## src/rtl/dac_regif_pkg.sv

```systemverilog
package dac_regif_pkg;
  localparam int unsigned CH_N = 2;
  typedef enum logic {CH_A = 1'b0, CH_B = 1'b1} dac_ch_e;
endpackage

```

## src/rtl/dac_sync.sv

```systemverilog
module dac_sync #(
  parameter int unsigned W       = 1,
  parameter int unsigned STAGES  = 2,
  parameter logic [W-1:0] RST_VAL = '0
) (
  input  logic         clk_i,
  input  logic         rst_ni,
  input  logic [W-1:0] d_i,
  output logic [W-1:0] q_o
);
  logic [W-1:0] stg [STAGES];

  for (genvar s = 0; s < STAGES; s++) begin : g_stage
    always_ff @(posedge clk_i or negedge rst_ni) begin
      if (!rst_ni) stg[s] <= RST_VAL;
      else if (s == 0) stg[s] <= d_i;
      else stg[s] <= stg[(s == 0) ? 0 : s-1];
    end
  end

  assign q_o = stg[STAGES-1];
endmodule

```

## src/rtl/dac_edge.sv

```systemverilog
module dac_edge #(
  parameter int unsigned  W       = 1,
  parameter logic [W-1:0] RST_VAL = '0
) (
  input  logic         clk_i,
  input  logic         rst_ni,
  input  logic [W-1:0] lvl_i,
  output logic [W-1:0] rise_o
);
  logic [W-1:0] prev_q;

  always_ff @(posedge clk_i or negedge rst_ni) begin
    if (!rst_ni) prev_q <= RST_VAL;
    else         prev_q <= lvl_i;
  end

  assign rise_o = lvl_i & ~prev_q;
endmodule

```

## src/rtl/dac_host_port.sv

```systemverilog
module dac_host_port
  import dac_regif_pkg::*;
#(
  parameter int unsigned W = 16
) (
  input  logic         clk_i,
  input  logic         rst_ni,
  input  logic         cs_n_s_i,
  input  logic         rw_s_i,
  input  dac_ch_e      sel_s_i,
  input  logic [W-1:0] data_s_i,
  input  logic         cs_rise_i,
  input  logic [W-1:0] rd_a_i,
  input  logic [W-1:0] rd_b_i,
  output logic         wr_commit_o,
  output dac_ch_e      wr_sel_o,
  output logic [W-1:0] wr_data_o,
  output logic [W-1:0] data_o,
  output logic         data_oe_o
);
  logic pend_q;

  // capture while selected; the commit happens on deselect
  always_ff @(posedge clk_i or negedge rst_ni) begin
    if (!rst_ni) begin
      pend_q    <= 1'b0;
      wr_sel_o  <= CH_A;
      wr_data_o <= '0;
    end else if (!cs_n_s_i) begin
      pend_q <= !rw_s_i;
      if (!rw_s_i) begin
        wr_sel_o  <= sel_s_i;
        wr_data_o <= data_s_i;
      end
    end
  end

  assign wr_commit_o = cs_rise_i & pend_q;
  assign data_oe_o   = !cs_n_s_i & rw_s_i;
  assign data_o      = !data_oe_o ? '0 : (sel_s_i == CH_B) ? rd_b_i : rd_a_i;
endmodule

```

## src/rtl/dac_reg_bank.sv

```systemverilog
module dac_reg_bank
  import dac_regif_pkg::*;
#(
  parameter int unsigned  W          = 16,
  parameter logic [W-1:0] RESET_CODE = '0
) (
  input  logic         clk_i,
  input  logic         rst_ni,
  input  logic         wr_commit_i,
  input  dac_ch_e      wr_sel_i,
  input  logic [W-1:0] wr_data_i,
  input  logic         load_rise_i,
  input  logic         clr_rise_i,
  output logic [W-1:0] stage_o [CH_N],
  output logic [W-1:0] dac_o   [CH_N]
);
  for (genvar ch = 0; ch < CH_N; ch++) begin : g_ch
    logic         hit;
    logic [W-1:0] stage_nx;

    assign hit      = wr_commit_i && (wr_sel_i == dac_ch_e'(ch));
    assign stage_nx = hit ? wr_data_i : stage_o[ch];

    // clear first; a load sees the value committed in the same cycle
    always_ff @(posedge clk_i or negedge rst_ni) begin
      if (!rst_ni) begin
        stage_o[ch] <= RESET_CODE;
        dac_o[ch]   <= RESET_CODE;
      end else if (clr_rise_i) begin
        stage_o[ch] <= RESET_CODE;
        dac_o[ch]   <= RESET_CODE;
      end else begin
        stage_o[ch] <= stage_nx;
        if (load_rise_i) dac_o[ch] <= stage_nx;
      end
    end
  end
endmodule

```

## src/rtl/dual_dac_regif.sv

```systemverilog
module dual_dac_regif
  import dac_regif_pkg::*;
#(
  parameter int unsigned DATA_W      = 16,
  parameter int unsigned SYNC_STAGES = 2,
  parameter bit          ZERO_RESET  = 1'b0
) (
  input  logic              clk_i,
  input  logic              rst_ni,
  input  logic              cs_ni,
  input  logic              rw_i,
  input  logic              chsel_i,
  input  logic              load_i,
  input  logic              clr_i,
  input  logic [DATA_W-1:0] data_i,
  output logic [DATA_W-1:0] data_o,
  output logic              data_oe_o,
  output logic [DATA_W-1:0] dac_a_o,
  output logic [DATA_W-1:0] dac_b_o
);
  localparam logic [DATA_W-1:0] RESET_CODE =
    ZERO_RESET ? '0 : {1'b1, {(DATA_W-1){1'b0}}};
  localparam int unsigned CTL_W = 5;

  logic [CTL_W-1:0]  ctl_s;
  logic [DATA_W-1:0] data_s;
  logic [2:0]        rise;
  logic              cs_n_s, rw_s, load_s, clr_s;
  dac_ch_e           sel_s;
  logic              cs_rise, load_rise, clr_rise, wr_commit;
  dac_ch_e           wr_sel;
  logic [DATA_W-1:0] wr_data;
  logic [DATA_W-1:0] stage [CH_N];
  logic [DATA_W-1:0] dac   [CH_N];
  logic [DATA_W-1:0] in_a, in_b;

  dac_sync #(.W(CTL_W), .STAGES(SYNC_STAGES), .RST_VAL(5'b10000)) u_sync_ctl (
    .clk_i, .rst_ni,
    .d_i ({cs_ni, rw_i, chsel_i, load_i, clr_i}),
    .q_o (ctl_s)
  );

  dac_sync #(.W(DATA_W), .STAGES(SYNC_STAGES), .RST_VAL('0)) u_sync_data (
    .clk_i, .rst_ni, .d_i(data_i), .q_o(data_s)
  );

  assign {cs_n_s, rw_s} = ctl_s[4:3];
  assign sel_s          = dac_ch_e'(ctl_s[2]);
  assign {load_s, clr_s} = ctl_s[1:0];

  dac_edge #(.W(3), .RST_VAL(3'b100)) u_edge (
    .clk_i, .rst_ni,
    .lvl_i  ({cs_n_s, load_s, clr_s}),
    .rise_o (rise)
  );
  assign {cs_rise, load_rise, clr_rise} = rise;

  dac_host_port #(.W(DATA_W)) u_host (
    .clk_i, .rst_ni,
    .cs_n_s_i    (cs_n_s),
    .rw_s_i      (rw_s),
    .sel_s_i     (sel_s),
    .data_s_i    (data_s),
    .cs_rise_i   (cs_rise),
    .rd_a_i      (in_a),
    .rd_b_i      (in_b),
    .wr_commit_o (wr_commit),
    .wr_sel_o    (wr_sel),
    .wr_data_o   (wr_data),
    .data_o      (data_o),
    .data_oe_o   (data_oe_o)
  );

  dac_reg_bank #(.W(DATA_W), .RESET_CODE(RESET_CODE)) u_bank (
    .clk_i, .rst_ni,
    .wr_commit_i (wr_commit),
    .wr_sel_i    (wr_sel),
    .wr_data_i   (wr_data),
    .load_rise_i (load_rise),
    .clr_rise_i  (clr_rise),
    .stage_o     (stage),
    .dac_o       (dac)
  );

  assign in_a    = stage[0];
  assign in_b    = stage[1];
  assign dac_a_o = dac[0];
  assign dac_b_o = dac[1];
endmodule

```

## config.mk

```make
export PLATFORM = sky130hd
export DESIGN_NAME = dual_dac_regif
export DESIGN_NICKNAME = d
export VERILOG_FILES = /design/src/rtl/dac_regif_pkg.sv /design/src/rtl/dac_sync.sv /design/src/rtl/dac_edge.sv /design/src/rtl/dac_host_port.sv /design/src/rtl/dac_reg_bank.sv /design/src/rtl/dual_dac_regif.sv
export SDC_FILE = /design/constraint.sdc
export NUM_CORES = 1
export LEC_CHECK = 0
export ABC_CLOCK_PERIOD_IN_PS = 2500
export BUFFER_PORTS_ARGS = -buffer_cell sky130_fd_sc_hd__buf_2
export CORE_MARGIN = 4
export CORE_UTILIZATION = 60
export DETAILED_ROUTE_END_ITERATION = 7
export GPL_ROUTABILITY_DRIVEN = 0
export PLACE_DENSITY_LB_ADDON = 0.15
export SLEW_MARGIN = 20
export SYNTH_ARGS = -nofsm -noshare
export SYNTH_HDL_FRONTEND = slang
export SYNTH_SLANG_ARGS = --single-unit
export TNS_END_PERCENT = 5
```

## constraint.sdc

```tcl
create_clock -name clk_i -period 2.5 [get_ports clk_i]
set_input_delay 0.25 -clock clk_i [delete_from_list [all_inputs] [get_ports clk_i]]
set_output_delay 0.25 -clock clk_i [all_outputs]
set_load 0.05 [all_outputs]
```

# After elaboration in Yosys (flattened, before gate mapping)
# Cells that the tools add are included.
dict set report word_totals {
  rom_bits 0
  ram_bits 0
  memories 0
  out_inout_bits 49
  latchBits 0
  inputBits 23
  ff_bits 127
  word_cells 35
}
dict set report op_classes {
  n_lt_le_gt_ge 0
  div_mod_pow 0
  n_addsub 0
  n_eq_ne 0
  mux 10
  n_shift 0
  n_mul 0
  reduce_logical 6
  n_bitwise 7
}
# cell count
set ops {}
lappend ops {{16-bit 2-to-1 mux} 10}
lappend ops {{3-bit AND} 1}
lappend ops {{1-bit NOT} 3}
lappend ops {{3-bit NOT} 1}
lappend ops {{1-bit AND} 2}
lappend ops {{1-bit logical AND} 2}
lappend ops {{1-bit zero test} 2}
lappend ops {{2-bit AND reduction} 1}
lappend ops {{2-bit nonzero test} 1}

# Longest topological paths before layout
dict set report logic_depth {
  word_depth 7
  depth_mapped 5
  ltp_nobuf 3
}

# Hierarchy
# A second synthesis with hierarchy kept.
dict set report hier_totals {
  hier_cells 362
  hier_area_um2 4843.4
}
# module cells_each seq_area_each_um2 n_inst area_each_um2
set by_module_without_submodules {}
lappend by_module_without_submodules {dac_reg_bank 216 1606.5 1 2534.9}
lappend by_module_without_submodules {dac_host_port 77 450.4 1 979.7}
lappend by_module_without_submodules {{dac_sync (u_sync_data)} 48 800.8 1 920.9}
lappend by_module_without_submodules {{dac_sync (u_sync_ctl)} 15 252.7 1 290.3}
lappend by_module_without_submodules {dac_edge 6 76.3 1 117.6}

# Worst setup path before layout
# OpenSTA, ideal clock, no wires.
dict set report synth_timing {
  path_type {register -> output}
  startpoint {register u_sync_ctl.stg, in the netlist u_sync_ctl.q_o[2]}
  endpoint {output data_o[10]}
  stages_incl_launch_ff 5
  slack_ns 0.718
  t_required_ns 2.250
  arrival_time_ns 1.532
  path_buffers 2
  cell_sequence {dfrtp_1 -> buf_2 -> buf_2 -> mux2i_1 -> nor2_1}
}
dict set report synth_between {
  elab_chain_cells 2
}
# item line
set synth_rtl {}
lappend synth_rtl {{start, declared} dac_sync.sv:11} ;# logic [W-1:0] stg [STAGES];
lappend synth_rtl {{start signal, assigned by index} dac_sync.sv:16} ;# else if (s == 0) stg[s] <= d_i;
lappend synth_rtl {{start signal, assigned by index} dac_sync.sv:17} ;# else stg[s] <= stg[(s == 0) ? 0 : s-1];
lappend synth_rtl {{16-bit 2-to-1 mux (2 in a row)} dac_host_port.sv:40} ;# assign data_o = !data_oe_o ? '0 : (sel_s_i == CH_B) ? rd_b_i : rd_a_i;
lappend synth_rtl {{end, declared} dual_dac_regif.sv:16} ;# output logic [DATA_W-1:0] data_o,
# No other way between the ends.

# Worst setup path after layout
dict set report layout_timing {
  startpoint {register u_sync_ctl.stg, in the netlist u_sync_ctl.q_o[4]}
  endpoint {output data_o[14]}
}
dict set report layout_between {
  elab_chain_cells 3
}
# item line
set layout_rtl {}
lappend layout_rtl {{1-bit zero test} n/a}
lappend layout_rtl {{1-bit AND} dac_host_port.sv:39} ;# assign data_oe_o = !cs_n_s_i & rw_s_i;
lappend layout_rtl {{16-bit 2-to-1 mux} dac_host_port.sv:40}
# No other way between the ends.

==> results.cfg <==
[run_status]
status = finished clean

[placed_design]
io_buffers = 71
place_hpwl_um = 5426
pre_cts_slack_ns = 0.7827

[timing]
worstMarginPinSlew_ns = 0.5950
clock_skew_ns = 0.006917
rsz0062_at_grt = false
max_freq_ghz = 0.4388
finalHoldViolCount = 0
report.final.slew_viol_count = 0
fin_crit_sh = 0.9116
relSlewSlack = 0.6033
hold_ws_ns = 0.2851
finalSetupViolCount = 0
fin_ws_ns = 0.2210
post-route-min-period_ns = 2.279
fin_tns_setup_ns = 0

[clock_network]
clk_latency_ns = 0.51
h-tree-depth = 4
clock-sinks = 127
cts_tree = built
cts_buffers = 17
cts-root-buf = clkbuf_8
clockBufferDepth = 2
clk_pin_slew_worst_paths_ns = 0.06

[power]
peakVddDrop_mv = 0.6669
leakagePower_nw = 2.908
power_mw = 5.446
p_per_area_mw_per_mm2 = 932.0

[final_layout]
fill_cells = 414
final_nets = 462
syn_to_final_growth_pct = 27.28
diodes = 0
drive_gt1_frac = 0.3075

[synthesis]
postSynthAreaPerCell_um2 = 13.50
ys_seq_area_frac = 0.6942
ys_types = 23
synth_top_cell_area_share = 0.6541
synth.area.top_cells = dfrtp_1 65%, mux2i_1 10%, mux2_2 4.2%
syn_nets = 363
ys_warn_count = 0
ys_ff_latch = 127
yosysMostFrequentCell = dfrtp_1
synth-edff-count = 0
netlist_area_mm2 = 0.004591
synthTopCellsByCount = 120 x dfrtp_1, 48 x mux2i_1, 46 x nor2_1
synth_top_cell_by_area = dfrtp_1
synthCells = 340
synthFlopType = dfrtp_1
synth-async-reset-ratio = 1.000

[detailed_routing]
num_vias = 3006
antenna_left = 0
vias_per_cell = 5.456
avgRoutedWirePerCell_um = 17.85
drtIter0Drc = 168
drc_errors = 0
firstDrtPassIters = 5
wirelength_um = 9835

[setup_path]
cp.arrival_ns = 2.03
max_stage_delay_ns = 0.59
cp-start-kind = register
cp_max_fo = 9
end_kind = primary output
crit_slowest_cell = dfstp_2
path_cells = nand2b_1 -> buf_4 -> nor2_1 -> buf_2
crit_type = register to primary output
cp_data_required_time_ns = 2.25

[grt]
grt_pass1_vias = 3130
grt_first_pass_wirelength_um = 16120
track_usage = 0.2404
grt.overflow.total = 0
antenna_found_initial = 0
grt_max_degree = 65

[floorplan]
fp.dieH_um = 95.47
die_area_mm2 = 0.009115
core_mm2 = 0.007331
io_pins = 72
die_w_um = 95.47
fp-row-count = 31
initial_utilization = 0.6262

[job]
cap_violations = 0

[hold_path]
min_path_type = input port to async pin
## final timing paths
| check | from | endpoint | slack (ns) | cells past startpoint |
|---|---|---|---|---|
| max | u_sync_ctl.q_o[4] | data_o[14] | 0.22 | 4 |
| min | rst_ni | u_sync_data.q_o[1] | 0.29 | 2 |
| max reg2reg | u_sync_ctl.q_o[4] | u_bank.dac_o[22] | 0.78 | 3 |
| min reg2reg | u_sync_data.stg[19] | u_sync_data.q_o[3] | 0.35 | 0 |
| max in group asynchronous | rst_ni | u_sync_data.q_o[5] | 1.44 | 3 |
| min in group clk_i | u_sync_data.stg[19] | u_sync_data.q_o[3] | 0.35 | 0 |
## cell usage in the layout (no fill, tap or decap), types with 7 or more instances in the layout
| master | instances |
|---|---|
| mux2_2 | 17 |
| dfstp_2 | 7 |
| clkbuf_16 | 16 |
| dlygate4sd3_1 | 22 |
| dfrtp_1 | 120 |
| nor2_1 | 46 |
| mux2i_1 | 48 |
| buf_4 | 9 |
| buf_2 | 70 |
| a21oi_1 | 30 |
| o21ai_0 | 30 |
## worst max-delay path: cells and delay by family, from the launching register on
family | cells | cell delay [ns]
buffers and inverters | 2 | 0.48
and+or+nand+nor | 2 | 0.45
DFF | 1 | 0.59
## layout make-up
cell class / instances / area, µm² / area share
clock buffer: 19 / 431.7 / 0.07388
clock inverter: 13 / 163.9 / 0.02805
inverter: 1 / 3.754 / 0.0006424
multi-input combinational: 190 / 1275 / 0.2182
sequential: 127 / 3187 / 0.5454
tap: 99 / 123.9 / 0.02120
timing repair buffer: 102 / 658.1 / 0.1126
## power breakdown
part	total [mW]	switching, mW	internal [mW]	leakage [nW]
clock network	2.44	0.893	1.55	0.288
logic	0.658	0.452	0.206	1.05
registers	2.35	0.109	2.24	1.57
total	5.45	1.45	3.99	2.91
## per-stage QoR
step	cells	util	cell area, µm²
final	551	0.7971	5843
after global routing	551	0.7971	5843
after CTS	551	0.7971	5843
after detailed placement	497	0.6858	5027
after global placement	497	0.6858	5027
after floorplan	340	-	4591
## state kept, by name, indices dropped and copies added (netlist names)
signal,count
u_bank.dac_o,32
u_bank.stage_o,32
u_edge.prev_q,3
u_host.pend_q,1
u_host.wr_data_o,16
u_host.wr_sel_o,1
u_sync_ctl.q_o,5
u_sync_ctl.stg,5
u_sync_data.q_o,16
u_sync_data.stg,16
## logic make-up after synthesis
logic type / share of synthesized area
flops: 0.6942
mux: 0.1464
compound gates: 0.07086
simple gates: 0.05833
buf+inv: 0.03025
## repair_timing
action / CTS / global route
gates resized for setup: 0 / 0
buffers inserted: 0 / 0
endpoints found under the hold margin: 65 / 0
hold buffers: 22 / 0
## routing by layer
layer  global-route usage  up-vias  wire (µm)
li1                     -     1363          -
met1               0.3084     1541       4225
met2               0.3843       88       4922
met3              0.07103       14        517
met4               0.1019        0        170
met5                    0        -          0
(Power assumes the default switching activity.)
